--- src/rtl/burst_cnt_pkg.sv ---
// Package: shared command encoding for the masked burst address counter.
// Assumes: used by all modules of the counter; no parameters live here.
package burst_cnt_pkg;

    // One decoded command per clock, in priority order of the decoder.
    typedef enum logic [2:0] {
        CMD_HOLD     = 3'd0,
        CMD_CLEAR    = 3'd1,
        CMD_LOAD_CNT = 3'd2,
        CMD_LOAD_MSK = 3'd3,
        CMD_RETX     = 3'd4,
        CMD_STEP     = 3'd5
    } burst_cmd_e;

endpackage

--- src/rtl/burst_cmd_dec.sv ---
// Module: burst_cmd_dec
// Turns the raw control inputs into one command per cycle.
// Priority: clear, then load (counter or mask), then retransmit, then step.
// Assumes: inputs are already synchronous to the counter clock.
module burst_cmd_dec
    import burst_cnt_pkg::*;
(
    input  logic       ld_stb,
    input  logic       cnt_en,
    input  logic       cnt_clr,
    input  logic       msk_sel,
    input  logic       retx,
    output burst_cmd_e cmd
);

    // Purpose: fixed priority selection of the active command.
    always_comb begin
        if (cnt_clr) begin
            cmd = CMD_CLEAR;
        end else if (ld_stb) begin
            cmd = msk_sel ? CMD_LOAD_MSK : CMD_LOAD_CNT;
        end else if (retx) begin
            cmd = CMD_RETX;
        end else if (cnt_en) begin
            cmd = CMD_STEP;
        end else begin
            cmd = CMD_HOLD;
        end
    end

    // Exactly one command is chosen, and clear always wins.
    always_comb begin
        if (cnt_clr) begin
            a_clear_wins_r2: assert (cmd == CMD_CLEAR)
                else $error("clear did not take priority");
        end
    end

endmodule

--- src/rtl/burst_incr.sv ---
// Module: burst_incr
// Masked incrementer. Bits under mask ones form one binary number; the carry
// skips over bits where the mask is zero, and those bits pass through unchanged.
// at_top: the masked field is all ones (the next step is terminal).
// hits_top: a non-terminal step would leave the masked field all ones.
// Assumes: purely combinational; the caller decides whether to use the result.
module burst_incr #(
    parameter int ADDR_W = 18
) (
    input  logic [ADDR_W-1:0] cur,
    input  logic [ADDR_W-1:0] mask,
    output logic [ADDR_W-1:0] nxt,
    output logic              at_top,
    output logic              hits_top
);

    logic [ADDR_W:0] carry;

    assign carry[0] = 1'b1;

    // Purpose: one ripple stage per address bit; masked-off bits pass carry.
    for (genvar b = 0; b < ADDR_W; b++) begin : g_bit
        assign carry[b+1] = carry[b] & (cur[b] | ~mask[b]);
        assign nxt[b]     = mask[b] ? (cur[b] ^ carry[b]) : cur[b];
    end

    // Purpose: carry out of the top means every counted bit was one.
    assign at_top   = carry[ADDR_W];
    assign hits_top = ~at_top && ((nxt & mask) == mask);

    // Masked-off bits never change through the incrementer.
    always_comb begin
        a_keep_fixed_r6: assert (((nxt ^ cur) & ~mask) == '0)
            else $error("masked-off bit altered by increment");
    end

endmodule

--- src/rtl/burst_irq.sv ---
// Module: burst_irq
// Holds the active-low terminal-count flag. It is set by a non-terminal step
// that lands on an all-ones field. It is released by clear, either load, or
// any other step. Retransmit and idle cycles leave it alone.
// Assumes: cmd comes from burst_cmd_dec, hits_top from burst_incr.
module burst_irq
    import burst_cnt_pkg::*;
(
    input  logic       clk,
    input  logic       rst_n,
    input  burst_cmd_e cmd,
    input  logic       hits_top,
    output logic       irq_n
);

    logic flag_q;

    // Purpose: update the flag from the command of this cycle.
    always_ff @(posedge clk) begin
        if (!rst_n) begin
            flag_q <= 1'b0;
        end else begin
            unique case (cmd)
                CMD_CLEAR, CMD_LOAD_CNT, CMD_LOAD_MSK: flag_q <= 1'b0;
                CMD_STEP:                              flag_q <= hits_top;
                default:                               flag_q <= flag_q;
            endcase
        end
    end

    assign irq_n = ~flag_q;

    p_flag_set_r9: assert property (@(posedge clk) disable iff (!rst_n)
        (cmd == CMD_STEP && hits_top) |=> !irq_n);

    p_flag_release_r9: assert property (@(posedge clk) disable iff (!rst_n)
        (cmd inside {CMD_CLEAR, CMD_LOAD_CNT, CMD_LOAD_MSK}) |=> irq_n);

    p_flag_kept_r5: assert property (@(posedge clk) disable iff (!rst_n)
        (cmd inside {CMD_RETX, CMD_HOLD}) |=> $stable(irq_n));

endmodule

--- src/rtl/burst_addr_counter.sv ---
// Module: burst_addr_counter (top)
// Per-port burst address generator with a count mask, a mirror of the last
// start address, wrap-or-reload at terminal count, and an active-low flag
// when the counted field reaches all ones.
// Assumes: synchronous active-low reset; all control inputs are sampled on
// the rising edge of clk.
module burst_addr_counter
    import burst_cnt_pkg::*;
#(
    parameter int ADDR_W = 18
) (
    input  logic              clk,
    input  logic              rst_n,
    input  logic [ADDR_W-1:0] addr_in,
    input  logic              ld_stb,
    input  logic              cnt_en,
    input  logic              cnt_clr,
    input  logic              msk_sel,
    input  logic              wrap_reload,
    input  logic              retx,
    output logic [ADDR_W-1:0] addr_out,
    output logic              cnt_irq_n
);

    localparam logic [ADDR_W-1:0] ALL_ONES = {ADDR_W{1'b1}};
    localparam logic [ADDR_W-1:0] ALL_ZERO = {ADDR_W{1'b0}};

    burst_cmd_e        cmd;
    logic [ADDR_W-1:0] cnt_q;
    logic [ADDR_W-1:0] mask_q;
    logic [ADDR_W-1:0] mirror_q;
    logic [ADDR_W-1:0] inc_val;
    logic [ADDR_W-1:0] cnt_d;
    logic              at_top;
    logic              hits_top;

    burst_cmd_dec i_dec (
        .ld_stb  (ld_stb),
        .cnt_en  (cnt_en),
        .cnt_clr (cnt_clr),
        .msk_sel (msk_sel),
        .retx    (retx),
        .cmd     (cmd)
    );

    burst_incr #(.ADDR_W(ADDR_W)) i_incr (
        .cur      (cnt_q),
        .mask     (mask_q),
        .nxt      (inc_val),
        .at_top   (at_top),
        .hits_top (hits_top)
    );

    burst_irq i_irq (
        .clk      (clk),
        .rst_n    (rst_n),
        .cmd      (cmd),
        .hits_top (hits_top),
        .irq_n    (cnt_irq_n)
    );

    // Purpose: choose the next counter value from the decoded command.
    always_comb begin
        unique case (cmd)
            CMD_CLEAR:    cnt_d = ALL_ZERO;
            CMD_LOAD_CNT: cnt_d = addr_in;
            CMD_RETX:     cnt_d = mirror_q;
            CMD_STEP: begin
                if (!at_top)          cnt_d = inc_val;
                else if (wrap_reload) cnt_d = mirror_q;
                else                  cnt_d = cnt_q & ~mask_q;
            end
            default:      cnt_d = cnt_q;
        endcase
    end

    // Purpose: counter register.
    always_ff @(posedge clk) begin
        if (!rst_n) cnt_q <= ALL_ZERO;
        else        cnt_q <= cnt_d;
    end

    // Purpose: mask register; clear opens every bit, mask load replaces it.
    always_ff @(posedge clk) begin
        if (!rst_n)                   mask_q <= ALL_ONES;
        else if (cmd == CMD_CLEAR)    mask_q <= ALL_ONES;
        else if (cmd == CMD_LOAD_MSK) mask_q <= addr_in;
    end

    // Purpose: mirror register; captures every counter load.
    always_ff @(posedge clk) begin
        if (!rst_n)                   mirror_q <= ALL_ZERO;
        else if (cmd == CMD_LOAD_CNT) mirror_q <= addr_in;
    end

    assign addr_out = cnt_q;

    p_reset_state_r1: assert property (@(posedge clk)
        !rst_n |=> (addr_out == ALL_ZERO && mask_q == ALL_ONES
                    && mirror_q == ALL_ZERO && cnt_irq_n));

    p_clear_r2: assert property (@(posedge clk) disable iff (!rst_n)
        cnt_clr |=> (addr_out == ALL_ZERO && mask_q == ALL_ONES
                     && $stable(mirror_q)));

    p_load_cnt_r3: assert property (@(posedge clk) disable iff (!rst_n)
        (ld_stb && !cnt_clr && !msk_sel)
            |=> (addr_out == $past(addr_in) && mirror_q == $past(addr_in)));

    p_load_msk_r4: assert property (@(posedge clk) disable iff (!rst_n)
        (ld_stb && !cnt_clr && msk_sel)
            |=> ($stable(addr_out) && $stable(mirror_q)
                 && mask_q == $past(addr_in)));

    p_retx_r5: assert property (@(posedge clk) disable iff (!rst_n)
        (retx && !ld_stb && !cnt_clr) |=> addr_out == $past(mirror_q));

    p_step_fixed_bits_r6: assert property (@(posedge clk) disable iff (!rst_n)
        (cmd == CMD_STEP && !at_top)
            |=> ((addr_out & ~mask_q) == $past(addr_out & ~mask_q)));

    p_wrap_zero_r7: assert property (@(posedge clk) disable iff (!rst_n)
        (cmd == CMD_STEP && at_top && !wrap_reload)
            |=> ((addr_out & mask_q) == ALL_ZERO
                 && (addr_out & ~mask_q) == $past(addr_out & ~mask_q)));

    p_wrap_mirror_r8: assert property (@(posedge clk) disable iff (!rst_n)
        (cmd == CMD_STEP && at_top && wrap_reload)
            |=> addr_out == $past(mirror_q));

    p_idle_hold_r10: assert property (@(posedge clk) disable iff (!rst_n)
        (!ld_stb && !cnt_en && !cnt_clr && !retx) |=> $stable(addr_out));

endmodule

--- config.mk ---
export PLATFORM = sky130hd
export DESIGN_NAME = burst_addr_counter
export DESIGN_NICKNAME = d
export VERILOG_FILES = /design/src/rtl/burst_cnt_pkg.sv /design/src/rtl/burst_cmd_dec.sv /design/src/rtl/burst_incr.sv /design/src/rtl/burst_irq.sv /design/src/rtl/burst_addr_counter.sv
export SDC_FILE = /design/constraint.sdc
export NUM_CORES = 1
export LEC_CHECK = 0
export ABC_AREA = 1
export ABC_CLOCK_PERIOD_IN_PS = 2900
export BUFFER_PORTS_ARGS = -buffer_cell sky130_fd_sc_hd__buf_4
export CAP_MARGIN = 30
export CORE_ASPECT_RATIO = 2
export CORE_UTILIZATION = 28
export DETAILED_ROUTE_END_ITERATION = 6
export HOLD_SLACK_MARGIN = 0.03
export PLACE_DENSITY = 0.47
export RECOVER_POWER = 100
export SYNTH_ARGS = -nofsm -noshare
export SYNTH_HDL_FRONTEND = slang
export SYNTH_SLANG_ARGS = --single-unit
--- constraint.sdc ---
create_clock -name clk -period 2.9 [get_ports clk]
set_input_delay 0.58 -clock clk [delete_from_list [all_inputs] [get_ports clk]]
set_output_delay 0.58 -clock clk [all_outputs]
set_load 0.03 [all_outputs]
Yosys cells after proc, flatten, opt, wreduce, memory -nomap -nowiden:

Cells that the tools add are included.

* muxes and demuxes: 27
* bitwise logic cells: 77
* reduce and logical (&&, ||, !) cells: 5
* equal/unequal tests: 6

Operator list (number)
* 18-bit one-hot mux with 4 select lines: 1
* 18-bit AND: 2
* 18-bit two-way mux: 2
* 1-bit NOT: 22
* 1-bit two-way mux: 19
* 18-bit equality test: 1
* 18-bit NOT: 1
* 1-bit OR: 18
* 1-bit AND: 17
* 1-bit XOR: 17
* 3-bit two-way mux: 4
* 3-bit by 2-bit equality test with 1-bit output, second input constant: 2
* 3-bit equality test, second input constant: 2
* 4-bit nonzero test: 1
* 3-bit by 1-bit equality test with 1-bit output, second input constant: 1
* 3-bit OR reduction: 1
* 1-bit one-hot mux with 2 select lines: 1
* 2-bit nonzero test: 1
* 2-bit OR reduction: 1
* 1-bit logical AND: 1

* bits of input ports: 26
* register bits: 55

Longest topological paths before layout:

Gate-level depths: netlist of the first run.

* word-level depth: 24
* mapped depth: 19

Hierarchy:

A second synthesis of the first run with hierarchy kept.

* cells, all modules: 654
* area total of the unflattened synthesis: 3883.7 um^2

Modules (own cells, without submodules)
* burst_addr_counter: cells an instance 460, instances 1, seq. area each 1081.0 um^2, area each 2919.0 um^2
* burst_incr: cells an instance 175, instances 1, seq. area each 0.0 um^2, area each 858.3 um^2
* burst_irq: cells an instance 10, instances 1, seq. area each 20.0 um^2, area each 67.6 um^2
* burst_cmd_dec: cells an instance 9, instances 1, seq. area each 0.0 um^2, area each 38.8 um^2

Worst setup path after synthesis of the first run:

No wires, ideal clock.

* kind: register to register
* start point: reg cnt_q[0], in the netlist addr_out[0]
* end point: reg cnt_q[10], in the netlist addr_out[10]
* path buffers: 1
* cell stages (with the launch flop): 18
* setup slack: 0.409 ns
* required time: 2.791 ns
* setup time: 0.109 ns
* arrival: 2.382 ns
* period minus slack after synthesis: 2.491 ns
* cell sequence: dfxtp_1 -> inv_1 -> ha_1 -> inv_1 -> nand3_2 -> nor2_4 -> nand4_2 -> nor2_4 -> nand4_4 -> nor2_4 -> nand4_4 -> nor2_8 -> buf_6 -> nand4_1 -> nand3_1 -> nand4_1 -> nand2_1 -> inv_1

* cells in the longest elaborated chain, start to end: 20
* elaborated cells on any way between the ends: 22
* classes of those cells: mux (3); bitwise (19)

Ends and longest elaborated chain
* start: declaration: RTL line burst_addr_counter.sv:29 `logic [ADDR_W-1:0] cnt_q;`
* start signal: assignment: RTL line burst_addr_counter.sv:80 `else cnt_q <= cnt_d;`
* 1-bit OR (*): RTL line burst_incr.sv:23 `assign carry[b+1] = carry[b] & (cur[b] | ~mask[b]);`
* 1-bit AND (*) (9 in series): RTL line burst_incr.sv:23
* 1-bit AND (8 in series): RTL line burst_incr.sv:23
* 18-bit two-way mux (*): RTL line burst_addr_counter.sv:69 `if (!at_top) cnt_d = inc_val;`
* 18-bit one-hot mux with 4 select lines (*): RTL line burst_addr_counter.sv:64 `unique case (cmd)`

Every way passes the cells marked *; elsewhere a longest branch is shown, timed or not.
A chain may end at the register's enable or synchronous reset.

Final worst setup path of the first run:

* start point: reg cnt_q[0], in the netlist addr_out[0]
* end point: reg i_irq.flag_q

* cells in the longest elaborated chain, start to end: 23
* elaborated cells on any way between the ends: 59
* classes of those cells: eq/ne (1); mux (19); bitwise (38); reduce/logical (1)

Ends and longest elaborated chain
* 1-bit OR: RTL line burst_incr.sv:23
* 1-bit AND (16 in series): RTL line burst_incr.sv:23
* 1-bit XOR: RTL line burst_incr.sv:24 `assign nxt[b] = mask[b] ? (cur[b] ^ carry[b]) : cur[b];`
* 1-bit two-way mux: RTL line burst_incr.sv:24
* 18-bit AND: RTL line burst_incr.sv:29 `assign hits_top = ~at_top && ((nxt & mask) == mask);`
* 18-bit equality test: RTL line burst_incr.sv:29
* 1-bit logical AND (*): RTL line burst_incr.sv:29
* 1-bit one-hot mux with 2 select lines (*): RTL line burst_irq.sv:23 `unique case (cmd)`
* end signal: assignment: RTL line burst_irq.sv:25 `CMD_STEP: flag_q <= hits_top;`
* end signal: assignment: RTL line burst_irq.sv:26 `default: flag_q <= flag_q;`
* end: declaration: RTL line burst_irq.sv:16 `logic flag_q;`

Marks and branches as above.

==> qor.yml, run 1 <==
maxSlewViolCount: 0
hold_path_end: "mirror_q[14]"
grt_max_degree: 35
initial_core_util: 0.2896
clk_pin_slew_worst_paths_ps: 70
wl_per_cell_um: 16.03
nets: 634
slew_headroom: 0.1948
cts.path.max_buffers: 2
yosysWarnings: 0
antenna_found_initial: 0
setup-tns-final_ps: 0
endpoint_kind: "flip-flop"
grt_pass1_wl_um: 19230
clk_latency_ps: 300
swShare: 0.2906
period_minus_slack_ps: 2685
synth-seq-cells: 55
internal_power_mw: 1.193
die_w_um: 81.65
holdWs_ps: 480.6
clockRootBuffer: "clkbuf_16"
vias: 3848
final-hold-violation-count: 0
dp_hpwl_um: 8185
cp_data_required_time_ps: 3130
multiInputGateArea_sq_um: 2100
fin_crit_sh: 0.9258
yosysSeqAreaShare: 0.3100
setup_viol: 0
pwr-share-clk: 0.375
startpoint_type: "flip-flop"
die_h_um: 161.3
hold_start: "mirror_q[14]"
holdPathStages: 2
cts_sinks: 55
netlist_area_sq_um: 3552
cts_tree: "built"
route.detailed.drc: 2
core_sq_um: 12270
status: "complete, but fails checks"
overflow: 0
synthTopCellsByArea: "dfxtp_1, nand2_1, nand3_1, nand4_1, inv_1"
firstDrtPassIters: 7
cts_buffers: 5
holdBufCountCts: 0
tightest_slew_ps: 1208
seqCellArea_sq_um: 1101
die-area_sq_um: 13170
yosys.area.top_type: "dfxtp_1"
fmax_mhz: 372.5
power_frac_seq: 0.475
r2r-start: "addr_out[0]"
path_class: "flip-flop to flip-flop"
syn_area_per_cell_sq_um: 6.377
cts.htree.levels: 2
critPathArrivalTime_ps: 2920
drtIter0Drc: 270
synth_top_area_frac: 0.3100
reg2reg_to: "i_irq.flag_q"
max_cap_violations: 0
rsz0062_at_grt: "no"
synth.distinct_cells: 30
synth_cells: 557
synth_fp_nets: 586
gp_congestion: 0.8165
p_leak_nw: 2.116
combPwrFrac: 0.150
violations: "DRC"
fillers: 1379
ant_nets: 0
boundaryPins: 45
vias_per_cell: 5.117
wl_um: 12060
hold_class: "flip-flop to flip-flop"
grt_pass1_vias: 3816
area_delta_synth_final_pct: 17.93
peakVddDrop_uv: 256.7
crit_path_max_fanout: 8
core.rowCount: 57
cellPowerDensity_nw_per_um2: 401.6
portBuffers: 44
gr-usage-all-layers: 0.1959
rrSetupSlack_ps: 220
drive_gt1_frac: 0.1306
diodes: 0
finalClockSkew_ps: 7.383
reg2reg_depth: 17
switchingPower_uw: 488.9
## cells by family after synthesis
| family | count (synthesis) | share of synthesized area |
|---|---|---|
| AND/OR/NAND/NOR | 335 | 0.4653 |
| buffers and inverters | 90 | 0.1014 |
| AO/OA/AOI/OAI | 71 | 0.1050 |
| flip-flops | 55 | 0.3100 |
| adder cells (fa/ha/maj) | 3 | 0.01057 |
| XOR/XNOR | 2 | 0.004932 |
| multiplexers | 1 | 0.002818 |
## metrics by stage
stage / utilization / setup slack (ps) / power [mW] / area (sq um) / instances
2_1_floorplan: - / 408.8 / 0.9657 / 3552 / 557
3_3_place_gp: 0.3310 / 150.2 / 1.075 / 4060 / 737
3_5_place_dp: 0.3310 / 91.57 / 1.077 / 4060 / 737
4_1_cts: 0.3427 / 53.08 / 1.717 / 4204 / 744
5_1_grt: 0.3415 / 8.311 / 1.755 / 4189 / 752
6_report: 0.3415 / 215.1 / 1.682 / 4189 / 752
## worst max-delay path, stage by stage (launching register included)
cell and delay (ps):
dfxtp_1 410, inv_1 70, ha_1 220, inv_1 120
nand3_2 130, nor2_4 130, nand4_2 140, nor2_4 170
nand4_4 110, nor2_4 130, nand4_4 130, nor2_8 220
nand2_4 80, nand2_1 100, nand2_1 50, nor2_1 150
nand3_1 120, a21oi_1 150
## layout by cell type, fill, tap and decap left out
cell type | synthesis | final
clkinv_1 | 1 | 1
inv_2 | 5 | 5
a21boi_0 | 5 | 5
dfxtp_1 | 55 | 55
buf_12 | 0 | 1
xor2_1 | 2 | 2
nor2_4 | 7 | 7
o21ai_1 | 2 | 2
nor4_4 | 0 | 1
ha_1 | 3 | 3
inv_1 | 60 | 60
nand2_1 | 182 | 182
o21ai_0 | 42 | 42
nand2_2 | 5 | 5
a21oi_1 | 20 | 20
nor2_8 | 1 | 1
clkbuf_4 | 0 | 1
clkbuf_2 | 0 | 2
nand4_1 | 38 | 38
clkbuf_16 | 0 | 5
nor2_1 | 28 | 28
nand3_2 | 1 | 1
buf_4 | 0 | 39
nand4_2 | 1 | 1
mux2i_1 | 1 | 1
o22ai_1 | 1 | 1
o21ai_2 | 1 | 1
nand3_1 | 63 | 63
nand4_4 | 6 | 6
nand2_4 | 1 | 1
clkbuf_8 | 0 | 1
clkbuf_1 | 14 | 22
nand3b_1 | 1 | 1
clkinv_2 | 0 | 1
## Yosys cell counts
| cell type | number |
|---|---|
| o21ai_0 | 42 |
| buf_1 | 2 |
| inv_2 | 5 |
| dfxtp_1 | 55 |
| nand2_1 | 182 |
| clkbuf_1 | 14 |
| nor4_2 | 1 |
| nor2_4 | 7 |
| nor2_8 | 1 |
| a21oi_1 | 20 |
| nand4_4 | 6 |
| o21ai_1 | 2 |
| inv_1 | 60 |
| nand3b_1 | 1 |
| ha_1 | 3 |
| nand4_2 | 1 |
| buf_2 | 6 |
| nand4_1 | 38 |
| mux2i_1 | 1 |
| xor2_1 | 2 |
| nand2_2 | 5 |
| nand3_2 | 1 |
| a21boi_0 | 5 |
| o22ai_1 | 1 |
| nor2_1 | 28 |
| nand2_4 | 1 |
| o21ai_2 | 1 |
| clkinv_1 | 1 |
| buf_6 | 2 |
| nand3_1 | 63 |
## sequential cells by signal (all words and copies together), names as in the netlist
| signal | count |
|---|---|
| addr_out | 18 |
| mask_q | 18 |
| mirror_q | 18 |
| i_irq.flag_q | 1 |
## per-layer routing
metal,global-route usage,share of wire
met5,0,0
met4,0.07496,0.019
met3,0.02373,0.046
met2,0.3686,0.55
met1,0.2124,0.38
## timing repair
| action | 4_1_cts | 5_1_grt |
|---|---|---|
| endpoints found under the setup margin | 0 | 5 |
| resized for setup | 0 | 0 |
| buffers inserted | 0 | 8 |
## power by group through the flow
stage	clock network (mW)	logic [mW]	registers [mW]
6_report	0.631	0.252	0.799
5_1_grt	0.674	0.278	0.802
4_1_cts	0.657	0.261	0.799
3_5_place_dp	0	0.260	0.817
3_3_place_gp	0	0.258	0.817
2_1_floorplan	0	0.141	0.825
## final cells by class
class / count / share of cell area
Clock buffer: 6 / 0.03315
Clock inverter: 1 / 0.001195
Inverter: 66 / 0.05914
Multi-Input combinational cell: 412 / 0.5012
Sequential cell: 55 / 0.2628
Tap cell: 147 / 0.04391
Timing Repair Buffer: 65 / 0.09857
## worst max path at each step
stage | startpoint | end | slack (ps) | cells after the start
floorplan | addr_out[0] | addr_out[10] | 410 | 17
global placement | addr_out[0] | i_irq.flag_q | 150 | 17
detailed placement | addr_out[0] | i_irq.flag_q | 90 | 17
CTS | addr_out[0] | i_irq.flag_q | 50 | 17
global route | addr_out[0] | i_irq.flag_q | 8 | 17
finish | addr_out[0] | i_irq.flag_q | 220 | 17
Power figures use the tool's default switching activity.
==> run 2, diff against run 1 <==
--- a/config.mk
+++ b/config.mk
@@ -7,13 +7,13 @@
 export LEC_CHECK = 0
 export ABC_AREA = 1
 export ABC_CLOCK_PERIOD_IN_PS = 2900
-export BUFFER_PORTS_ARGS = -buffer_cell sky130_fd_sc_hd__buf_4
 export CAP_MARGIN = 30
 export CORE_ASPECT_RATIO = 2
 export CORE_UTILIZATION = 28
 export DETAILED_ROUTE_END_ITERATION = 6
+export DONT_BUFFER_PORTS = 1
 export HOLD_SLACK_MARGIN = 0.03
-export PLACE_DENSITY = 0.47
+export PLACE_DENSITY = 0.44
 export RECOVER_POWER = 100
 export SYNTH_ARGS = -nofsm -noshare
 export SYNTH_HDL_FRONTEND = slang
==> run 2 against run 1 <==
Compared with the run above: the flow now finishes without violations; global-route usage is 0.67 points higher; critical path type is now primary input to flip-flop; sequential cell count stayed put; register-to-register slack better by 100 ps; sequential power hardly changed; fmax is 1.4% lower; non-clock buffer count is 38 lower; sequential share of layout area is 1.6 points higher; critical path depth is 11 lower; clock-buffer cell count stayed put; clock power hardly changed; largest power group unchanged; highest routed layer unchanged; utilization is 2.0 points lower.
==> qor.yml, run 2 (synthesis gave the netlist of run 1 again) <==
die_w_um: 81.65  # unchanged
gr-usage-all-layers: 0.2026  # was 0.1959
vias_per_cell: 5.206  # was 5.117
ant_nets: 0  # unchanged
initial_core_util: 0.2896  # unchanged
final_cell_count_no_fill: 714  # was 752
nets: 596  # was 634
setup-tns-final_ps: 0  # unchanged
core.rowCount: 57  # unchanged
period_minus_slack_ps: 2722  # was 2685 ps
grt_use_met1: 0.2139  # was 0.2124
path_common_cell: "nand2_1"  # was nor2_4
gp_congestion: 0.7844  # was 0.8165
endpoint_kind: "flip-flop"  # unchanged
vias: 3717  # was 3848
crit_path_max_fanout: 19  # was 8
route.detailed.drc: 0  # was 2
met2_usage: 0.3814  # was 0.3686
dp_hpwl_um: 8685  # was 8185 um
firstDrtPassIters: 4  # was 7
path_delay_family: "simple AND/OR/NAND/NOR gates"  # unchanged
core_sq_um: 12270  # unchanged
rsz0062_at_grt: "no"  # unchanged
total_power_mw: 1.642  # was 1.682 mW
maxSlewViolCount: 0  # unchanged
clk_latency_ps: 300  # about the same
wl_um: 12400  # was 12060 um
cp_data_required_time_ps: 3080  # was 3130 ps
slew_headroom: 0.1593  # was 0.1948
antenna_found_initial: 0  # unchanged
cts.htree.levels: 2  # unchanged
grt_max_degree: 35  # unchanged
area_delta_synth_final_pct: 10.99  # was 17.93%
cts_tree: "built"  # unchanged
boundaryPins: 45  # unchanged
grt_pass1_wl_um: 19730  # was 19230 um
numPlacedInstances: 702  # was 737
fin_crit_sh: 0.9386  # was 0.9258
fmax_mhz: 367.4  # was 372.5 MHz
peakVddDrop_uv: 204.9  # was 256.7 uV
hold_class: "primary input to flip-flop"  # was flip-flop to flip-flop
overflow: 0  # unchanged
final_common_cell: "nand2_1"  # unchanged
setup_viol: 0  # unchanged
tightest_slew_ps: 1261  # was 1208 ps
path_class: "primary input to flip-flop"  # was flip-flop to flip-flop
finalClockSkew_ps: 4.633  # was 7.383 ps
p_leak_nw: 1.968  # was 2.116 nW
grtUsageMet3: 0.02994  # was 0.02373
final-hold-violation-count: 0  # unchanged
top_usage_layer: "met2"  # unchanged
crit_path_top_delay_cell: "clkbuf_1"  # was dfxtp_1
clk_pin_slew_worst_paths_ps: 70  # about the same
diodes: 0  # unchanged
portBuffers: 0  # was 44
grt_pass1_vias: 3720  # was 3816
die-area_sq_um: 13170  # unchanged
drive_gt1_frac: 0.08818  # was 0.1306
drtIter0Drc: 190  # was 270
max_cap_violations: 0  # unchanged
wl_per_cell_um: 17.37  # was 16.03 um
clockRootBuffer: "clkbuf_16"  # unchanged
place_area_sq_um: 3800  # was 4060 sq um
cts_sinks: 55  # unchanged
postLayoutCellArea_sq_um: 3943  # was 4189 sq um
critPathArrivalTime_ps: 2900  # was 2920 ps
die_h_um: 161.3  # unchanged
cts.path.max_buffers: 2  # unchanged
cp_slowest_stage_delay_ps: 940  # was 410 ps
final_cell_mix: "nand2_1, nand3_1, inv_1, dfxtp_1, o21ai_0"  # unchanged
cts_buffers: 5  # unchanged
cellPowerDensity_nw_per_um2: 416.4  # was 401.6 nW/um^2
worst-path-buf-inv: 2  # unchanged
status: "complete, no violations"  # was complete, but fails checks
crit_chain: "inv_1 > nor2_1 > clkbuf_1 > nand2_1 > nand2_1 > nand3_1"  # was inv_1 > ha_1 > inv_1 > nand3_2 > nor2_4 > nand4_2 > nor2_4 > nand4_4 > nor2_4 > nand4_4 > nor2_8 > nand2_4 > nand2_1 > nand2_1 > nor2_1 > nand3_1 > a21oi_1
startpoint_type: "primary input"  # was flip-flop
## run 2: changes by cell type in the layout (fill, tap and decap cells not counted), sizes merged
cell,change
clkbuf,-12
buf,-26
## run 2: final timing paths
path	slack [ps]	startpoint	endpoint	depth (start not counted)
max	180	ld_stb	mask_q[14]	6
min	380	rst_n	addr_out[2]	2
max reg2reg	320	addr_out[9]	addr_out[16]	14
min reg2reg	480	mirror_q[3]	mirror_q[3]	2
## run 2: final cells by class
cell class / instances / area [sq um]
clock buffer: 6 / 138.9
clock inverter: 1 / 5.005
fill: 1410 / 8324
inverter: 66 / 247.7
multi-input combinational: 412 / 2100
sequential: 55 / 1101
tap: 147 / 183.9
timing repair buffer: 27 / 166.4
## run 2: metal layers
| metal | up-vias | routed length, um |
|---|---|---|
| met2 | 90 | 6904 |
| met5 | - | 0 |
| met1 | 1756 | 4536 |
| met3 | 27 | 550 |
| met4 | 0 | 409 |
| li1 | 1844 | - |
## run 2: worst register-to-register path, stage by stage (launching register included)
cell and delay, ps:
dfxtp_1 310, clkbuf_1 450, inv_1 170, nand2_1 210, nand4_4 140, nor2_4 170
nand4_4 120, nor2_4 140, nand4_4 280, o21ai_1 230, inv_1 50, nand2_1 60
nand3_1 60, nand2_1 50, inv_1 40
## run 2: metrics by stage
| stage | utilization | worst slack [ps] | hold slack [ps] |
|---|---|---|---|
| final | 0.3214 | 178.1 | 382.1 |
| after global routing | 0.3214 | 48.76 | 375.7 |
| after CTS | 0.3215 | 209.1 | 372.6 |
| after detailed placement | 0.3098 | 215.3 | 468.6 |
| after global placement | 0.3098 | 252.9 | 459.9 |
| after floorplan | - | 408.8 | 445.8 |
## run 2: power breakdown
| part | leakage (nW) | internal, mW | switching [mW] |
|---|---|---|---|
| Sequential | 0.447 | 0.776 | 0.0238 |
| Clock | 0.0727 | 0.339 | 0.294 |
| Combinational | 1.45 | 0.0558 | 0.153 |
## run 2: what timing repair did
item	in CTS	in global routing
endpoints found under the setup margin	0	1
setup buffers	0	5
hold buffers	0	0
gates resized for setup	0	0
==> run 3, diff against run 2 <==
--- a/config.mk
+++ b/config.mk
@@ -6,10 +6,11 @@
 export NUM_CORES = 1
 export LEC_CHECK = 0
 export ABC_AREA = 1
-export ABC_CLOCK_PERIOD_IN_PS = 2900
+export ABC_CLOCK_PERIOD_IN_PS = 2570
 export CAP_MARGIN = 30
 export CORE_ASPECT_RATIO = 2
 export CORE_UTILIZATION = 28
+export CTS_CLUSTER_DIAMETER = 80
 export DETAILED_ROUTE_END_ITERATION = 6
 export DONT_BUFFER_PORTS = 1
 export HOLD_SLACK_MARGIN = 0.03
==> constraint.sdc (replaced) <==
create_clock -name clk -period 2.57 [get_ports clk]
set_input_delay 0.514 -clock clk [delete_from_list [all_inputs] [get_ports clk]]
set_output_delay 0.514 -clock clk [all_outputs]
set_load 0.03 [all_outputs]
==> run 3 against run 2 <==
Compared with the run above: sequential cell count did not move; wire length fell by 1.2%; utilization is 1.7 points higher; first-iteration DRC count shrank 11%; worst hold slack lost 70 ps; via count fell by 0.48%; clock skew is 6.9 ps higher; power up 12%; cell count grew 2.0%; critical endpoint is now i_irq.flag_q; highest routed layer unchanged.
==> qor.yml, run 3 (synthesis gave the netlist of run 1 again) <==
max_cap_violations: 0  # unchanged
period_minus_slack_ps: 2433
initial_core_util: 0.2896  # unchanged
place_area_sq_um: 3900  # was 3800 sq um
tightest_slew_ps: 1169  # was 1261 ps
slew_headroom: 0.2204  # was 0.1593
boundaryPins: 45  # unchanged
peakVddDrop_uv: 386.8  # was 204.9 uV
fin_crit_sh: 0.9469
cts.htree.levels: 2  # unchanged
p_leak_nw: 2.096  # was 1.968 nW
hold_class: "primary input to flip-flop"  # unchanged
maxSlewViolCount: 0  # unchanged
status: "complete, no violations"  # unchanged
holdBufCountCts: 0  # unchanged
core.rowCount: 57  # unchanged
gp_congestion: 0.8482  # was 0.7844
cellPowerDensity_nw_per_um2: 443.5  # was 416.4 nW/um^2
startpoint_type: "flip-flop"  # was primary input
portBuffers: 0  # unchanged
route.detailed.drc: 0  # unchanged
drive_gt1_frac: 0.1360  # was 0.08818
cp_data_required_time_ps: 2750  # was 3080 ps
fillers: 1374  # was 1410
grt_pass1_vias: 3567  # was 3720
rsz0062_at_grt: "yes"  # was no
final_cell_mix: "nand2_1, nand3_1, inv_1, dfxtp_1, o21ai_0"  # unchanged
final-hold-violation-count: 0  # unchanged
endpoint_kind: "flip-flop"  # unchanged
die_w_um: 81.65  # unchanged
clockRootBuffer: "clkbuf_16"  # unchanged
finalClockSkew_ps: 11.49  # was 4.633 ps
total_power_mw: 1.839  # was 1.642 mW
setup_viol: 0  # unchanged
postLayoutCellArea_sq_um: 4146  # was 3943 sq um
area_delta_synth_final_pct: 16.73  # was 10.99%
gr-usage-all-layers: 0.1967  # was 0.2026
overflow: 0  # unchanged
diodes: 0  # unchanged
final_common_cell: "nand2_1"  # unchanged
grt_max_degree: 35  # unchanged
drtIter0Drc: 170  # was 190
seqCellArea_sq_um: 1102  # was 1101 sq um
critPathArrivalTime_ps: 2610  # was 2900 ps
cts_sinks: 55  # unchanged
die_h_um: 161.3  # unchanged
wl_um: 12260  # was 12400 um
cts.path.max_buffers: 2  # unchanged
holdWs_ps: 311.6  # was 382.1 ps
vias: 3699  # was 3717
vias_per_cell: 5.081  # was 5.206
firstDrtPassIters: 5  # was 4
clk_pin_slew_worst_paths_ps: 80  # was 70 ps
die-area_sq_um: 13170  # unchanged
cts_buffers: 5  # unchanged
ant_nets: 0  # unchanged
antenna_found_initial: 0  # unchanged
grt_pass1_wl_um: 19260  # was 19730 um
core_sq_um: 12270  # unchanged
fmax_mhz: 410.9
clk_latency_ps: 300  # about the same
path_class: "flip-flop to flip-flop"  # was primary input to flip-flop
wl_per_cell_um: 16.83  # was 17.37 um
cts_tree: "built"  # unchanged
nets: 609  # was 596
dp_hpwl_um: 8771  # was 8685 um
crit_path_max_fanout: 8  # was 19
multiInputGateArea_sq_um: 2143  # was 2100 sq um
==> run 3: cell types whose count changed in the layout (fill, tap and decap cells not counted), moves of 2 or more <==
cell      before  now
buf_4         13   31
clkbuf_1      13    5
buf_6          0    4
inv_1         60   58
o21ai_2        1    3
==> run 3: worst paths after layout <==
kind	start	to	slack (ps)	depth (start not counted)
worst max-delay path	mask_q[0]	i_irq.flag_q	140	16
worst min-delay path	rst_n	addr_out[4]	310	2
worst max register to register	mask_q[0]	i_irq.flag_q	140	16
worst min register to register	mirror_q[14]	mirror_q[14]	480	2
==> run 3: cell type report <==
cell class | count | area share
Sequential cell | 55 | 0.2658
Multi-Input combinational cell | 412 | 0.5169
Tap cell | 147 | 0.04436
Clock buffer | 7 | 0.03199
Inverter | 66 | 0.06035
Clock inverter | 1 | 0.001207
Timing Repair Buffer | 40 | 0.07936
==> run 3: layer usage <==
metal,global-route usage,up-vias,wire length (um)
met5,0,-,0
met4,0.07097,0,266
met3,0.02994,16,668
met2,0.3640,104,6777
met1,0.2170,1709,4542
li1,-,1870,-
==> run 3: timing repair <==
| action | 4_1_cts | 5_1_grt |
|---|---|---|
| pin swaps | 0 | 12 |
| endpoints found under the setup margin | 1 | 19 |
| gates resized for setup | 0 | 16 |
| buffers inserted | 2 | 6 |
==> run 3: through the flow <==
stage               worst slack (ps)    util  instances  setup TNS, ps
detailed placement             6.616  0.3179        712              0
CTS                            9.514  0.3304        722              0
finish                         136.6  0.3380        728              0
global placement               19.35  0.3179        712              0
floorplan                      78.84       -        557              0
global route                  -13.83  0.3380        728         -21.53
==> run 3: critical path, stage by stage, from the launching register on <==
cell     delay (ps)
dfxtp_1         360
ha_4            190
inv_4            70
nand2_4          60
nor2_4          150
nand4_4         120
nor2_4          160
nand4_4         110
nor2_4          160
nand4_4         110
nor2_4          160
nand4_4         130
buf_12          190
nand3_1         100
nor2_1           50
nand3_1         100
a21oi_1          80
==> run 3: where the power goes <==
| group | total, mW | leakage, nW | switching (mW) | internal [mW] |
|---|---|---|---|---|
| sequential | 0.900 | 0.447 | 0.0243 | 0.876 |
| combinational | 0.247 | 1.58 | 0.176 | 0.0715 |
| clock | 0.691 | 0.0679 | 0.329 | 0.362 |
| total | 1.84 | 2.10 | 0.529 | 1.31 |
